File: src/rtl/spfx_pkg.sv
package spfx_pkg;
  typedef enum logic [1:0] {K_OTHER = 2'd0, K_NLOAD = 2'd1, K_ALOAD = 2'd2, K_BRANCH = 2'd3} kind_e;
  typedef enum logic [2:0] {
    OP_PASS = 3'd0, OP_PFN = 3'd1, OP_ADD = 3'd2, OP_PFA = 3'd3, OP_MOV = 3'd4
  } oop_e;
  typedef enum logic [1:0] {S_RUN, S_INJ_N, S_INJ_ADD, S_INJ_A} st_e;
endpackage

File: src/rtl/spfx_slot.sv
module spfx_slot #(
  parameter int AW = 16
) (
  input  logic          clk,
  input  logic          rst_n,
  input  logic          set_i,
  input  logic [AW-1:0] tag_i,
  input  logic          clr_i,
  input  logic          rsp_i,
  input  logic [AW-1:0] data_i,
  output logic          valid_o,
  output logic [AW-1:0] tag_o,
  output logic          busy_o,
  output logic          rdy_o,
  output logic [AW-1:0] data_o
);
  logic          valid_d, busy_d, rdy_d;
  logic [AW-1:0] tag_d, data_d;
  logic          tag_en, data_en;

  always_comb begin
    valid_d = valid_o;
    busy_d  = busy_o;
    rdy_d   = rdy_o;
    tag_en  = set_i;
    tag_d   = tag_i;
    data_en = rsp_i && valid_o && !clr_i;
    data_d  = data_i;
    if (rsp_i) begin
      busy_d = 1'b0;
      if (valid_o && !clr_i) rdy_d = 1'b1;
    end
    if (clr_i) begin
      valid_d = 1'b0;
      rdy_d   = 1'b0;
    end
    if (set_i) begin
      valid_d = 1'b1;
      busy_d  = 1'b1;
      rdy_d   = 1'b0;
    end
  end

  always_ff @(posedge clk or negedge rst_n) begin
    if (!rst_n) begin
      valid_o <= 1'b0;
      busy_o  <= 1'b0;
      rdy_o   <= 1'b0;
      tag_o   <= '0;
      data_o  <= '0;
    end else begin
      valid_o <= valid_d;
      busy_o  <= busy_d;
      rdy_o   <= rdy_d;
      if (tag_en)  tag_o  <= tag_d;
      if (data_en) data_o <= data_d;
    end
  end

  // never refill a spare that holds an unread value or awaits a response
  assert_no_overwrite_R4: assert property (@(posedge clk) disable iff (!rst_n)
    set_i |-> (!valid_o && !busy_o));
  // a response only returns for an outstanding request
  assert_rsp_outstanding_R4: assert property (@(posedge clk) disable iff (!rst_n)
    rsp_i |-> busy_o);
endmodule

File: src/rtl/spfx_seq.sv
module spfx_seq
  import spfx_pkg::*;
#(
  parameter int AW = 16
) (
  input  logic               clk,
  input  logic               rst_n,
  input  logic               cfg_en_i,
  input  logic               spare_avail_i,
  input  logic [AW-1:0]      cfg_stride_i,
  input  logic [AW-1:0]      cfg_base_i,
  input  logic               in_valid_i,
  input  logic [1:0]         in_kind_i,
  input  logic               in_taken_i,
  input  logic [AW-1:0]      in_addr_i,
  input  logic [1:0]         s_valid_i,
  input  logic [1:0][AW-1:0] s_tag_i,
  input  logic [1:0]         s_busy_i,
  input  logic [1:0]         s_rdy_i,
  input  logic [AW-1:0]      s0_data_i,
  output logic               in_ready_o,
  output logic               out_valid_o,
  output logic [2:0]         out_op_o,
  output logic [AW-1:0]      out_addr_o,
  output logic               mov_slot_o,
  output logic [1:0]         set_o,
  output logic [1:0]         clr_o,
  output logic               req_valid_o,
  output logic               req_slot_o,
  output logic [AW-1:0]      req_addr_o
);
  st_e           state, nxt;
  logic [AW-1:0] nl_q, nl_d, attr;
  logic          hit0, hit1, gate, nl_en;

  always_comb begin
    nxt         = state;
    nl_d        = in_addr_i;
    nl_en       = 1'b0;
    in_ready_o  = 1'b0;
    out_valid_o = 1'b0;
    out_op_o    = OP_PASS;
    out_addr_o  = in_addr_i;
    mov_slot_o  = 1'b0;
    set_o       = 2'b00;
    clr_o       = 2'b00;
    req_valid_o = 1'b0;
    req_slot_o  = 1'b0;
    req_addr_o  = nl_q + cfg_stride_i;
    gate        = cfg_en_i && spare_avail_i;
    attr        = cfg_base_i + s0_data_i;
    hit0        = s_valid_i[0] && (s_tag_i[0] == in_addr_i);
    hit1        = s_valid_i[1] && (s_tag_i[1] == in_addr_i);
    case (state)
      S_RUN: begin
        in_ready_o  = 1'b1;
        out_valid_o = in_valid_i;
        if (in_valid_i) begin
          case (kind_e'(in_kind_i))
            K_NLOAD: begin
              if (hit0 && !s_rdy_i[0]) begin
                in_ready_o  = 1'b0;
                out_valid_o = 1'b0;
              end else begin
                nl_en = 1'b1;
                if (hit0) begin
                  out_op_o = OP_MOV;
                  clr_o[0] = 1'b1;
                end else if (s_valid_i[0]) begin
                  clr_o = 2'b11;
                end
                if (gate) nxt = S_INJ_N;
              end
            end
            K_ALOAD: begin
              if (hit1 && !s_rdy_i[1]) begin
                in_ready_o  = 1'b0;
                out_valid_o = 1'b0;
              end else if (hit1) begin
                out_op_o   = OP_MOV;
                mov_slot_o = 1'b1;
                clr_o[1]   = 1'b1;
                if (gate && s_valid_i[0]) nxt = S_INJ_ADD;
              end else if (s_valid_i[1]) begin
                clr_o = 2'b11;
              end else if (gate && s_valid_i[0]) begin
                nxt = S_INJ_ADD;
              end
            end
            K_BRANCH: if (!in_taken_i) clr_o = 2'b11;
            default: ;
          endcase
        end
      end
      S_INJ_N: begin
        if (!s_busy_i[0]) begin
          out_valid_o = 1'b1;
          out_op_o    = OP_PFN;
          out_addr_o  = req_addr_o;
          req_valid_o = 1'b1;
          set_o[0]    = 1'b1;
          nxt         = S_RUN;
        end
      end
      S_INJ_ADD: begin
        if (s_rdy_i[0] && !s_busy_i[1]) begin
          out_valid_o = 1'b1;
          out_op_o    = OP_ADD;
          out_addr_o  = attr;
          nxt         = S_INJ_A;
        end
      end
      default: begin
        out_valid_o = 1'b1;
        out_op_o    = OP_PFA;
        out_addr_o  = attr;
        req_valid_o = 1'b1;
        req_slot_o  = 1'b1;
        req_addr_o  = attr;
        set_o[1]    = 1'b1;
        nxt         = S_RUN;
      end
    endcase
  end

  always_ff @(posedge clk or negedge rst_n) begin
    if (!rst_n) begin
      state <= S_RUN;
      nl_q  <= '0;
    end else begin
      state <= nxt;
      if (nl_en) nl_q <= nl_d;
    end
  end

  // a move only leaves once the spare it reads has its data
  assert_mov_ready_R9: assert property (@(posedge clk) disable iff (!rst_n)
    (out_valid_o && out_op_o == OP_MOV) |-> s_rdy_i[mov_slot_o]);
  // injected operations are preceded by an accepted load while allowed
  assert_inject_gate_R6: assert property (@(posedge clk) disable iff (!rst_n)
    (state == S_RUN && nxt != S_RUN) |-> (cfg_en_i && spare_avail_i && in_valid_i));
endmodule

File: src/rtl/spare_prefetch_inject.sv
module spare_prefetch_inject
  import spfx_pkg::*;
#(
  parameter int AW = 16,
  parameter int RW = 5
) (
  input  logic          clk,
  input  logic          rst_n,
  input  logic          cfg_en,
  input  logic [AW-1:0] cfg_stride,
  input  logic [AW-1:0] cfg_base,
  input  logic [RW-1:0] cfg_base_reg,
  input  logic          spare_avail,
  input  logic [RW-1:0] spare_reg_a,
  input  logic [RW-1:0] spare_reg_b,
  input  logic          in_valid,
  output logic          in_ready,
  input  logic [1:0]    in_kind,
  input  logic          in_taken,
  input  logic [RW-1:0] in_dst,
  input  logic [AW-1:0] in_addr,
  output logic          out_valid,
  output logic [2:0]    out_op,
  output logic [RW-1:0] out_dst,
  output logic [RW-1:0] out_src,
  output logic [RW-1:0] out_src2,
  output logic [AW-1:0] out_addr,
  output logic          mem_req_valid,
  output logic          mem_req_slot,
  output logic [AW-1:0] mem_req_addr,
  input  logic          mem_rsp_valid,
  input  logic          mem_rsp_slot,
  input  logic [AW-1:0] mem_rsp_data,
  output logic          fill_valid,
  output logic [AW-1:0] fill_addr,
  output logic [AW-1:0] fill_data
);
  localparam int NSPARE = 2;

  logic                   rst_meta, rst_s;
  logic [NSPARE-1:0]      s_valid, s_busy, s_rdy, set, clr;
  logic [NSPARE-1:0][AW-1:0] s_tag, s_data;
  logic                   mov_slot;

  always_ff @(posedge clk or negedge rst_n) begin
    if (!rst_n) begin
      rst_meta <= 1'b0;
      rst_s    <= 1'b0;
    end else begin
      rst_meta <= 1'b1;
      rst_s    <= rst_meta;
    end
  end

  for (genvar g = 0; g < NSPARE; g++) begin : g_slot
    spfx_slot #(.AW(AW)) u_slot (
      .clk    (clk),
      .rst_n  (rst_s),
      .set_i  (set[g]),
      .tag_i  (mem_req_addr),
      .clr_i  (clr[g]),
      .rsp_i  (mem_rsp_valid && (mem_rsp_slot == 1'(g))),
      .data_i (mem_rsp_data),
      .valid_o(s_valid[g]),
      .tag_o  (s_tag[g]),
      .busy_o (s_busy[g]),
      .rdy_o  (s_rdy[g]),
      .data_o (s_data[g])
    );
  end

  spfx_seq #(.AW(AW)) u_seq (
    .clk          (clk),
    .rst_n        (rst_s),
    .cfg_en_i     (cfg_en),
    .spare_avail_i(spare_avail),
    .cfg_stride_i (cfg_stride),
    .cfg_base_i   (cfg_base),
    .in_valid_i   (in_valid),
    .in_kind_i    (in_kind),
    .in_taken_i   (in_taken),
    .in_addr_i    (in_addr),
    .s_valid_i    (s_valid),
    .s_tag_i      (s_tag),
    .s_busy_i     (s_busy),
    .s_rdy_i      (s_rdy),
    .s0_data_i    (s_data[0]),
    .in_ready_o   (in_ready),
    .out_valid_o  (out_valid),
    .out_op_o     (out_op),
    .out_addr_o   (out_addr),
    .mov_slot_o   (mov_slot),
    .set_o        (set),
    .clr_o        (clr),
    .req_valid_o  (mem_req_valid),
    .req_slot_o   (mem_req_slot),
    .req_addr_o   (mem_req_addr)
  );

  always_comb begin
    out_dst  = in_dst;
    out_src  = '0;
    out_src2 = '0;
    case (oop_e'(out_op))
      OP_PFN: out_dst = spare_reg_a;
      OP_ADD: begin
        out_dst  = spare_reg_b;
        out_src  = spare_reg_a;
        out_src2 = cfg_base_reg;
      end
      OP_PFA: begin
        out_dst = spare_reg_b;
        out_src = spare_reg_b;
      end
      OP_MOV: out_src = mov_slot ? spare_reg_b : spare_reg_a;
      default: ;
    endcase
  end

  assign fill_valid = mem_rsp_valid;
  assign fill_addr  = s_tag[mem_rsp_slot];
  assign fill_data  = mem_rsp_data;

  // a not-taken branch leaves both spares invalid
  assert_flush_branch_R8: assert property (@(posedge clk) disable iff (!rst_s)
    (in_valid && in_ready && in_kind == 2'd3 && !in_taken) |=> (s_valid == 2'b00));
  // a neighbor load missing a valid spare A invalidates it
  assert_flush_miss_R7: assert property (@(posedge clk) disable iff (!rst_s)
    (in_valid && in_ready && in_kind == 2'd1 && s_valid[0] && s_tag[0] != in_addr)
      |=> !s_valid[0]);
  // a move from spare A stands for a load to exactly its tag
  assert_mov_tag_R3: assert property (@(posedge clk) disable iff (!rst_s)
    (out_valid && out_op == 3'd4 && out_src == spare_reg_a && spare_reg_a != spare_reg_b)
      |-> (s_valid[0] && s_tag[0] == in_addr));
endmodule

File: config.mk
export PLATFORM = sky130hd
export DESIGN_NAME = spare_prefetch_inject
export DESIGN_NICKNAME = d
export VERILOG_FILES = /design/src/rtl/spfx_pkg.sv /design/src/rtl/spfx_slot.sv /design/src/rtl/spfx_seq.sv /design/src/rtl/spare_prefetch_inject.sv
export SDC_FILE = /design/constraint.sdc
export NUM_CORES = 1
export LEC_CHECK = 0
export ABC_AREA = 1
export BUFFER_PORTS_ARGS = -buffer_cell sky130_fd_sc_hd__buf_4
export CELL_PAD_IN_SITES_DETAIL_PLACEMENT = 0
export CELL_PAD_IN_SITES_GLOBAL_PLACEMENT = 2
export CORE_MARGIN = 8
export CORE_UTILIZATION = 27
export CTS_CLUSTER_DIAMETER = 100
export DETAILED_ROUTE_END_ITERATION = 10
export GPL_ROUTABILITY_DRIVEN = 0
export MAX_ROUTING_LAYER = met4
export PLACE_DENSITY_LB_ADDON = 0.1
export SLEW_MARGIN = 20
export SYNTH_ARGS = -nofsm -noshare
export SYNTH_HDL_FRONTEND = slang
export SYNTH_SLANG_ARGS = --single-unit
File: constraint.sdc
create_clock -name clk -period 2.4 [get_ports clk]
set_input_delay 0.12 -clock clk [delete_from_list [all_inputs] [get_ports clk]]
set_output_delay 0.12 -clock clk [all_outputs]
set_load 0.01 [all_outputs]
==> results.md, run 1 <==
- Status: finished with violations
- Failing checks: setup timing
- # nets final: between 1,000 and 1,500
- Post-synth net total: 1,046
- Sequential area share after synthesis: 0.308
- Port Buf Inserts: 180
- First-pass GRT wire length: ~37,000 um
- Peak supply drop: around 0.4 mV
- Die Y: between 150 and 200 um
- Setup CP Type: reg2out
- Max-cap viol count: 0
- Vias in the first global route: between 6,000 and 7,000
- DR iter-0 viols: between 300 and 400
- Clock transition at the registers of the reported paths: 0.06 ns
- Startpoint Class: flip-flop
- Fin crit period: 2.46 ns
- Footprint of the multi-input gates: between 0.004 and 0.005 mm2
- TNS Setup: -0.100 ns
- Fillers: approximately 2,400
- Syn Std Cell Area: between 0.006 and 0.007 mm2
- Post-synth ARST share: 1.00
- Per-cell routed wire length: roughly 18 um
- Reg area: roughly 0.0019 mm2
- Fin area: around 0.009 mm2
- Endpoint arrival time on the critical path: approximately 2.3 ns
- Post-DP HPWL: 19,300 um
- Clock Sink Count: 74
- Diode count: 0
- Least-Margin Pin Slew: between 0.6 and 0.7 ns
- P per Cell Area: 1300 mW/mm2
- Detailed-route via count: between 6,000 and 7,000
- Vias per cell: ~4.6
- Initial antenna violation count: 0
- Ys flop type: dfrtp_1
- Final Setup Violations: 3
- RSZ-0062 raised after global routing: true
- Ports: roughly 180
- Detail Route Antenna Nets: 0
- Synth Register Bits: 74
- Total Wirelength: 24,600 um
- Clk buf depth: 2
- Number of remaining DRC errors: 0
- CORE AREA: ~0.022 mm2
- Area after DPL: ~0.0077 mm2
- PnR worst setup slack: -0.0556 ns
- Total grt overflow: 0
- Share of layout cells above drive strength 1: 0.356
- Clock Root Buffer: clkbuf_16
- Fmax: 407 MHz
- Setup Skew: 0.00913 ns
- Hold Violations, Final: 0
- H-Tree Depth: 3
- Worst path required time: roughly 2.3 ns
- Yosys cell types: 39
- Die Wd: roughly 170 um
- CTS tree: yes
- Max Slew Vio Count: 0
- Core Util, Final: 0.412
- Largest net degree at the start of global routing: 36
- Crit share post-route: 1.02
- CTS buffer count: 9
- Power consumption: 11.6 mW
- TritonRoute pass-1 iters: 4
- EDFF count, synth: 0
- Die ar.: 0.0273 mm2
- Starting Density: 0.276
- Row count: 54
- Clock latency on the worst-skew pair: roughly 0.34 ns
- Syn Inst Count: approximately 920
- Crit path capture type: output port
- Worst slew margin: 0.551
- Pleak: around 4.5 nW
- HP Class: in2reg
- Place WS: 0.0494 ns
- Layout area overhead: 49.4%
- Critical-path maximum fanout: 3
- Synth warn: 0
- Syn_area_per_cell: about 6.6 um2
- Gr usage total: 0.185
## cell usage in the layout, fill, tap and decap left out, types with 3 or more instances in the layout
cell	n
inv_1	90
xor2_1	18
ha_2	3
buf_4	207
buf_6	5
clkbuf_16	9
inv_2	16
o21ai_2	3
nor2_2	12
nand2_2	28
o21ai_0	75
nand4_1	4
a21oi_2	13
o21bai_1	4
nor3_1	4
or2_2	4
nor2_4	7
nand3_4	4
nand3_2	21
a21o_1	4
ha_4	24
a21oi_4	3
dfrtp_1	73
a21oi_1	10
nand2_4	10
o211ai_1	19
o21ai_1	4
ha_1	7
nand2_1	293
buf_12	4
xor2_2	5
or2_4	3
nand3_1	43
nor2_1	47
xnor2_1	6
## critical path: stages, from the launching register on
cell and delay, ns:
dfrtp_1 0.41, ha_4 0.17, fa_2 0.36, nand3_2 0.10
nand2_4 0.06, nand2_2 0.06, nand2_2 0.06, nand2_2 0.08
nand2_4 0.06, xor2_2 0.19, nand2_1 0.09, o211ai_1 0.17
buf_4 0.18
## where the power goes
group | switching [mW] | internal (mW)
sequential | 0.485 | 1.84
clock | 0.582 | 0.944
combinational | 4.39 | 3.40
total | 5.46 | 6.18
## area by class of cell
type                            count  area share
Sequential cell                    74       0.206
Multi-Input combinational cell    695       0.484
Timing Repair Buffer              217       0.189
Clock buffer                       12      0.0274
Clock inverter                      4     0.00821
Tap cell                          280      0.0390
Inverter                          109      0.0459
## logic make-up after synthesis
| kind of cell | synth area share |
|---|---|
| other | 0.000624 |
| AND/OR/NAND/NOR | 0.332 |
| buffers and inverters | 0.105 |
| XOR/XNOR | 0.0422 |
| adder cells (fa/ha/maj) | 0.0774 |
| flip-flops | 0.308 |
| AO/OA/AOI/OAI | 0.135 |
## flip-flops by register name, summed over array words and instances (netlist names)
| register | flops |
|---|---|
| g_slot.u_slot.rdy_o | 2 |
| g_slot.u_slot.tag_o | 32 |
| g_slot.u_slot.data_o | 16 |
| u_seq.nl_q | 16 |
| g_slot.u_slot.busy_o | 2 |
| g_slot.u_slot.valid_o | 2 |
| rst_s | 1 |
| u_seq.state | 2 |
| rst_meta | 1 |
## synthesized netlist by cell type, types with 2 or more instances
cell type	instances	area, um2
buf_2	3	15.0
o221ai_1	2	17.5
clkinv_1	2	7.51
a31oi_1	2	12.5
a21o_1	4	30.0
nand2_4	2	22.5
dfrtp_1	74	1850
o211ai_1	19	143
nor3_1	6	30.0
xnor2_1	6	52.6
buf_4	18	135
clkbuf_1	15	56.3
nand3_1	67	335
ha_1	34	425
o21ai_0	82	410
nand2_1	328	1230
nand4_1	4	25.0
nor2_1	60	225
inv_2	15	56.3
o21bai_1	4	30.0
xor2_1	23	201
or2_2	7	43.8
a21oi_1	25	125
and2_1	2	12.5
fa_1	2	40.0
o2111ai_1	2	17.5
inv_1	92	345
nor2_2	5	31.3
## final timing paths
| check | start | cells past startpoint | slack, ns | endpoint |
|---|---|---|---|---|
| max in group asynchronous | rst_s | 1 | 1.49 | u_seq.nl_q[13] |
| max | u_seq.nl_q[0] | 12 | -0.06 | out_addr[10] |
| min | mem_rsp_data[10] | 3 | 0.02 | g_slot[0].u_slot.data_o[10] |
| min reg2reg | rst_s | 0 | 0.30 | g_slot[0].u_slot.data_o[1] |
| min in group asynchronous | rst_n | 2 | 0.09 | rst_s |
| max reg2reg | g_slot[0].u_slot.tag_o[9] | 11 | 0.45 | g_slot[0].u_slot.data_o[12] |
## per-stage QoR
stage | hold slack, ns | cells
after floorplan | -0.176 | 916
after global placement | -0.0965 | 1356
after detailed placement | -0.0933 | 1356
after CTS | 0.00140 | 1378
after global routing | 0.0141 | 1391
final | 0.0159 | 1391
## routing by layer
layer,wire (um),vias to the layer above,track usage
met2,11600,137,0.296
met4,375,0,0.0483
met5,0,-,-
met3,1150,17,0.0367
met1,11500,2988,0.234
li1,-,3299,-
## repair_timing
action,4_1_cts,5_1_grt
buffers inserted,5,13
hold buffers,1,0
pin swaps,11,34
setup endpoints to repair,23,36
endpoints found under the hold margin,2,0
gates resized for setup,60,117
Power figures use the tool's default switching activity.
==> inputs of run 2 (changes only) <==
--- a/config.mk
+++ b/config.mk
@@ -16,6 +16,7 @@
 export GPL_ROUTABILITY_DRIVEN = 0
 export MAX_ROUTING_LAYER = met4
 export PLACE_DENSITY_LB_ADDON = 0.1
+export SKIP_CTS_REPAIR_TIMING = 1
 export SLEW_MARGIN = 20
 export SYNTH_ARGS = -nofsm -noshare
 export SYNTH_HDL_FRONTEND = slang
==> run 2 against run 1 <==
- the run still ends with setup timing left
- maximum frequency is 2.0% lower
- sequential cell count is the same
- sequential share of layout area grew 0.14 points
- wire length is 1.5% lower
- register-to-register slack worse by 0.02 ns
- final cell count is 0.22% lower
- critical path depth unchanged
- first-iteration DRC count fell by 9.2%
- utilization decreased by 0.28 points
- clock skew up 0.00081 ns
- worst setup slack lost 0.050 ns
- power down 1.0%
- critical path type unchanged
- largest power group unchanged
==> results.md, run 2 (synthesis gave the netlist of run 1 again) <==
- Die Wd: roughly 170 um
- Initial antenna violation count: 0
- Total grt overflow: 0
- Area after DPL: 0.00767 mm2
- Worst hold margin: between 0.015 and 0.02 ns
- Levels on crit path: 12
- Post-DP HPWL: 19,300 um
- Reg2reg end: g_slot[0].u_slot.tag_o[10]
- Power consumption: approximately 12 mW
- First-pass GRT wire length: 36,700 um
- Die Y: 165 um
- R2R Setup Slk: around 0.43 ns
- # nets final: roughly 1,200
- Worst slew margin: 0.553
- Fin area: roughly 0.0089 mm2
- Ports: approximately 180
- Fin crit period: between 2 and 3 ns
- Clock transition at the registers of the reported paths: roughly 0.060 ns
- Place WS: 0.0494 ns
- HP Class: in2reg
- Diode count: 0
- Worst Hold Launch: mem_rsp_data[10]
- Most flops, register: g_slot.u_slot.tag_o
- CTS buffer count: 9
- Crit path capture type: output port
- Port Buf Inserts: 180
- Startpoint Class: flip-flop
- Status: finished with violations
- Peak supply drop: ~0.40 mV
- Clock latency on the worst-skew pair: ~0.34 ns
- Per-cell routed wire length: ~17 um
- Worst reg2reg startpoint: u_seq.nl_q[0]
- Detailed-route via count: around 6,400
- Detail Route Antenna Nets: 0
- Max reg flops: 32
- Gr usage total: 0.182
- Most frequent cells in the layout: nand2_1 (295), buf_4 (203), inv_1 (90), o21ai_0 (75), dfrtp_1 (73)
- Hold Violations, Final: 0
- Placed insts: between 1,000 and 1,500
- Pleak: ~4.5 nW
- Largest net degree at the start of global routing: 36
- Slowest cell on the critical path: dfrtp_1
- Cell family with most CP delay: adder cells
- Clock Root Buffer: clkbuf_16
- Top Registers: g_slot.u_slot.tag_o (32), g_slot.u_slot.data_o (16), u_seq.nl_q (16)
- DR iter-0 viols: approximately 320
- CP peak stage delay: a little over 0.4 ns
- Commonest non-fill, non-tap cell in the layout: nand2_1
- Critical-path maximum fanout: 4
- Reg2Reg Depth: 12
- Max Slew Vio Count: 0
- Vias per cell: between 4 and 5
- Setup CP Type: reg2out
- Number of remaining DRC errors: 0
- Hold path depth: 3
- Vias in the first global route: around 6,700
- RSZ-0062 raised after global routing: true
- P per Cell Area: around 1300 mW/mm2
- Min-Delay Endpoint: g_slot[0].u_slot.data_o[10]
- TritonRoute pass-1 iters: 4
- Max-cap viol count: 0
- WP buf/inv: 1
- Worst path most repeated cell: nand2_2
- Row count: 54
- TNS Setup: -0.191 ns
- Setup Skew: approximately 0.01 ns
- H-Tree Depth: 3
- Starting Density: 0.276
- CTS tree: yes
- Layout area overhead: 48.4%
- Final Setup Violations: 3
- Total Wirelength: 24,200 um
- Worst path required time: between 2 and 2.5 ns
- Die ar.: 0.0273 mm2
- Fillers: around 2,300
- Clock Sink Count: 74
- Crit share post-route: 1.04
- Fmax: 399 MHz
- Least-Margin Pin Slew: 0.671 ns
- CORE AREA: around 0.022 mm2
- Share of layout cells above drive strength 1: 0.347
- Failing checks: setup timing
- Endpoint arrival time on the critical path: about 2.4 ns
- Cell Chain, Critical Path: ha_4, fa_2, nand3_2, nand2_4, nand2_2, nand2_2, nand2_2, nand2_4, xor2_2, nand2_1, o211ai_1, buf_4
- Core Util, Final: 0.409
- PnR worst setup slack: -0.105 ns
- Clk buf depth: 2
- Final std cells w/o fill: 1,388
[run 2: worst max-delay path by stage]
stage | end | from
2_1_floorplan | g_slot[0].u_slot.busy_o | rst_s
3_3_place_gp | out_addr[15] | u_seq.nl_q[12]
3_5_place_dp | out_addr[10] | u_seq.nl_q[0]
4_1_cts | out_addr[10] | u_seq.nl_q[0]
5_1_grt | out_addr[10] | u_seq.nl_q[0]
6_report | out_addr[10] | u_seq.nl_q[0]
[run 2: worst reg2reg max path: cells and delay by family, from the launching register on]
kind / cells / cell delay (ns)
DFF: 1 / 0.41
adders and majority gates: 2 / 0.58
buffers and inverters: 1 / 0.11
AOI/OAI and AO/OA: 1 / 0.06
and+or+nand+nor: 7 / 0.52
xor gates and xnor gates: 1 / 0.19
[run 2: metal layers]
metal  vias to the layer above  GRT usage  wire length (um)  share of wire
met5                         -          -                 0              0
met4                         0     0.0475               250          0.010
met3                        15     0.0367              1280          0.053
met2                       154      0.290             11400           0.47
met1                      2957      0.232             11300           0.47
li1                       3294          -                 -              -
[run 2: report_power, final]
part | internal, mW | switching (mW) | leakage (nW)
registers | 1.84 | 0.477 | 0.908
logic | 3.34 | 4.35 | 3.44
clock network | 0.944 | 0.579 | 0.157
total | 6.12 | 5.40 | 4.51
[run 2: area by class of cell]
class	instances	area, um2	area share
well taps	280	350	0.0393
flip-flops and latches	74	1850	0.208
multi-input cells	695	4320	0.484
clock buffers	12	246	0.0276
clock inverters	4	73.8	0.00827
repair buffers	214	1670	0.187
inverters	109	413	0.0463
==> inputs of run 3 (changes only) <==
--- a/config.mk
+++ b/config.mk
@@ -10,7 +10,7 @@
 export CELL_PAD_IN_SITES_DETAIL_PLACEMENT = 0
 export CELL_PAD_IN_SITES_GLOBAL_PLACEMENT = 2
 export CORE_MARGIN = 8
-export CORE_UTILIZATION = 27
+export CORE_UTILIZATION = 30
 export CTS_CLUSTER_DIAMETER = 100
 export DETAILED_ROUTE_END_ITERATION = 10
 export GPL_ROUTABILITY_DRIVEN = 0
==> constraint.sdc (replaced) <==
create_clock -name clk -period 3.1 [get_ports clk]
set_input_delay 0.155 -clock clk [delete_from_list [all_inputs] [get_ports clk]]
set_output_delay 0.155 -clock clk [all_outputs]
set_load 0.01 [all_outputs]
==> run 3 against run 2 <==
- the run now ends clean
- clock skew about the same
- wire length down 6.6%
- die area down 9.1%
==> results.md, run 3 (synthesis gave the netlist of run 1 again) <==
- RSZ-0062 raised after global routing: false
- Met2 WL post-DR: approximately 11,000 um
- Starting Density: 0.307
- P per Cell Area: roughly 970 mW/mm2
- Diode count: 0
- Detailed-route via count: approximately 6,200
- Die ar.: between 0.02 and 0.025 mm2
- Hold Violations, Final: 0
- Die Wd: about 160 um
- Max Slew Vio Count: 0
- Peak supply drop: ~0.36 mV
- Max layer used: met4
- Clock transition at the registers of the reported paths: ~0.06 ns
- Reg area: 0.00185 mm2
- Die Y: roughly 160 um
- Fin area: ~0.0079 mm2
- Total grt overflow: 0
- Gr usage total: 0.188
- Clk buf depth: 2
- Commonest non-fill, non-tap cell in the layout: nand2_1
- Worst path required time: 2.94 ns
- Share of layout cells above drive strength 1: 0.219
- TritonRoute pass-1 iters: 4
- Vias per cell: approximately 4.6
- Total Wirelength: about 23,000 um
- CTS tree: yes
- Wire length on met1: 10,800 um
- Endpoint arrival time on the critical path: 2.62 ns
- Port Buf Inserts: 180
- Area after DPL: approximately 0.0076 mm2
- Most flops, register: g_slot.u_slot.tag_o
- Per-cell routed wire length: 16.8 um
- Setup Skew: just over 0.01 ns
- Max-cap viol count: 0
- DR iter-0 viols: approximately 190
- # nets final: 1,211
- Crit share post-route: 0.895
- Vias in the first global route: roughly 6,300
- Worst slew margin: 0.574
- Status: completed
- Fin crit period: 2.77 ns
- H-Tree Depth: 3
- TNS Setup: 0 ns
- Layout area overhead: 30.6%
- Clock latency on the worst-skew pair: about 0.35 ns
- Fillers: 2,211
- Top Registers: g_slot.u_slot.tag_o (32), g_slot.u_slot.data_o (16), u_seq.nl_q (16)
- Most frequent cells in the layout: nand2_1 (328), buf_4 (191), inv_1 (92), o21ai_0 (82), dfrtp_1 (73)
- Ports: between 150 and 200
- Clock Sink Count: 74
- Number of remaining DRC errors: 0
- Row count: 51
- First-pass GRT wire length: between 30,000 and 40,000 um
- Detail Route Antenna Nets: 0
- Fmax: ~360 MHz
- Setup CP Type: reg2out
- HP Class: in2reg
- Initial antenna violation count: 0
- Final Setup Violations: 0
- Critical-path maximum fanout: 11
- CTS buffer count: 9
- Least-Margin Pin Slew: about 0.64 ns
- Clock Root Buffer: clkbuf_16
- Post-DP HPWL: between 15,000 and 20,000 um
- CORE AREA: approximately 0.020 mm2
- Max reg flops: 32
- Crit path capture type: output port
- Startpoint Class: flip-flop
- Largest net degree at the start of global routing: 36
- Wire length on met3: ~900 um
- Footprint of the multi-input gates: 0.00353 mm2
- Pleak: 4.28 nW
==> run 3: area by class of cell <==
cell class              instances  share of cell area
clock buffers                  12              0.0314
inverters                     109              0.0521
flip-flops and latches         74               0.236
clock inverters                 3             0.00510
multi-input cells             695               0.450
well taps                     265              0.0422
repair buffers                192               0.184
==> run 3: metal layers <==
| layer | vias to the layer above | GRT usage |
|---|---|---|
| met5 | - | - |
| met3 | 11 | 0.0319 |
| met2 | 140 | 0.302 |
| met1 | 2809 | 0.245 |
| met4 | 0 | 0.0408 |
| li1 | 3249 | - |
==> run 3: path summary, 6_finish.rpt <==
| path | start | end | slack, ns | cells past startpoint |
|---|---|---|---|---|
| max | u_seq.state[1] | out_src[4] | 0.33 | 8 |
| min | mem_rsp_data[15] | g_slot[0].u_slot.data_o[15] | 0.05 | 3 |
| max reg2reg | g_slot[0].u_slot.data_o[0] | g_slot[1].u_slot.tag_o[10] | 0.91 | 10 |
| min reg2reg | rst_s | g_slot[1].u_slot.tag_o[0] | 0.29 | 0 |
| max in group asynchronous | rst_s | u_seq.nl_q[8] | 2.00 | 1 |
| min in group asynchronous | rst_n | rst_meta | 0.13 | 2 |
==> run 3: per-stage QoR <==
step                      hold slack [ns]  std cells   util  power [mW]  setup slack (ns)
after global routing               0.0411       1350  0.401        8.33             0.123
after global placement            -0.0615       1334  0.386        6.62             0.709
after CTS                          -0.430       1349  0.400        7.72             0.283
after floorplan                    -0.141        916      -        4.59             0.887
final                              0.0472       1350  0.401        7.61             0.326
after detailed placement          -0.0606       1334  0.386        6.63             0.663
==> run 3: critical path, cell delays in order, from the launching register on <==
cell and delay [ns]:
dfrtp_1 0.41, nor2_1 0.26, nand2_1 0.19, nor2_1 0.14
nand3_1 0.29, a21oi_1 0.60, nand2_1 0.11, o211ai_1 0.11
buf_4 0.15
==> run 3: power by group <==
group	internal [mW]	leakage (nW)	switching, mW
logic	1.92	3.23	2.91
clock network	0.639	0.142	0.415
registers	1.42	0.908	0.306
total	3.98	4.28	3.63
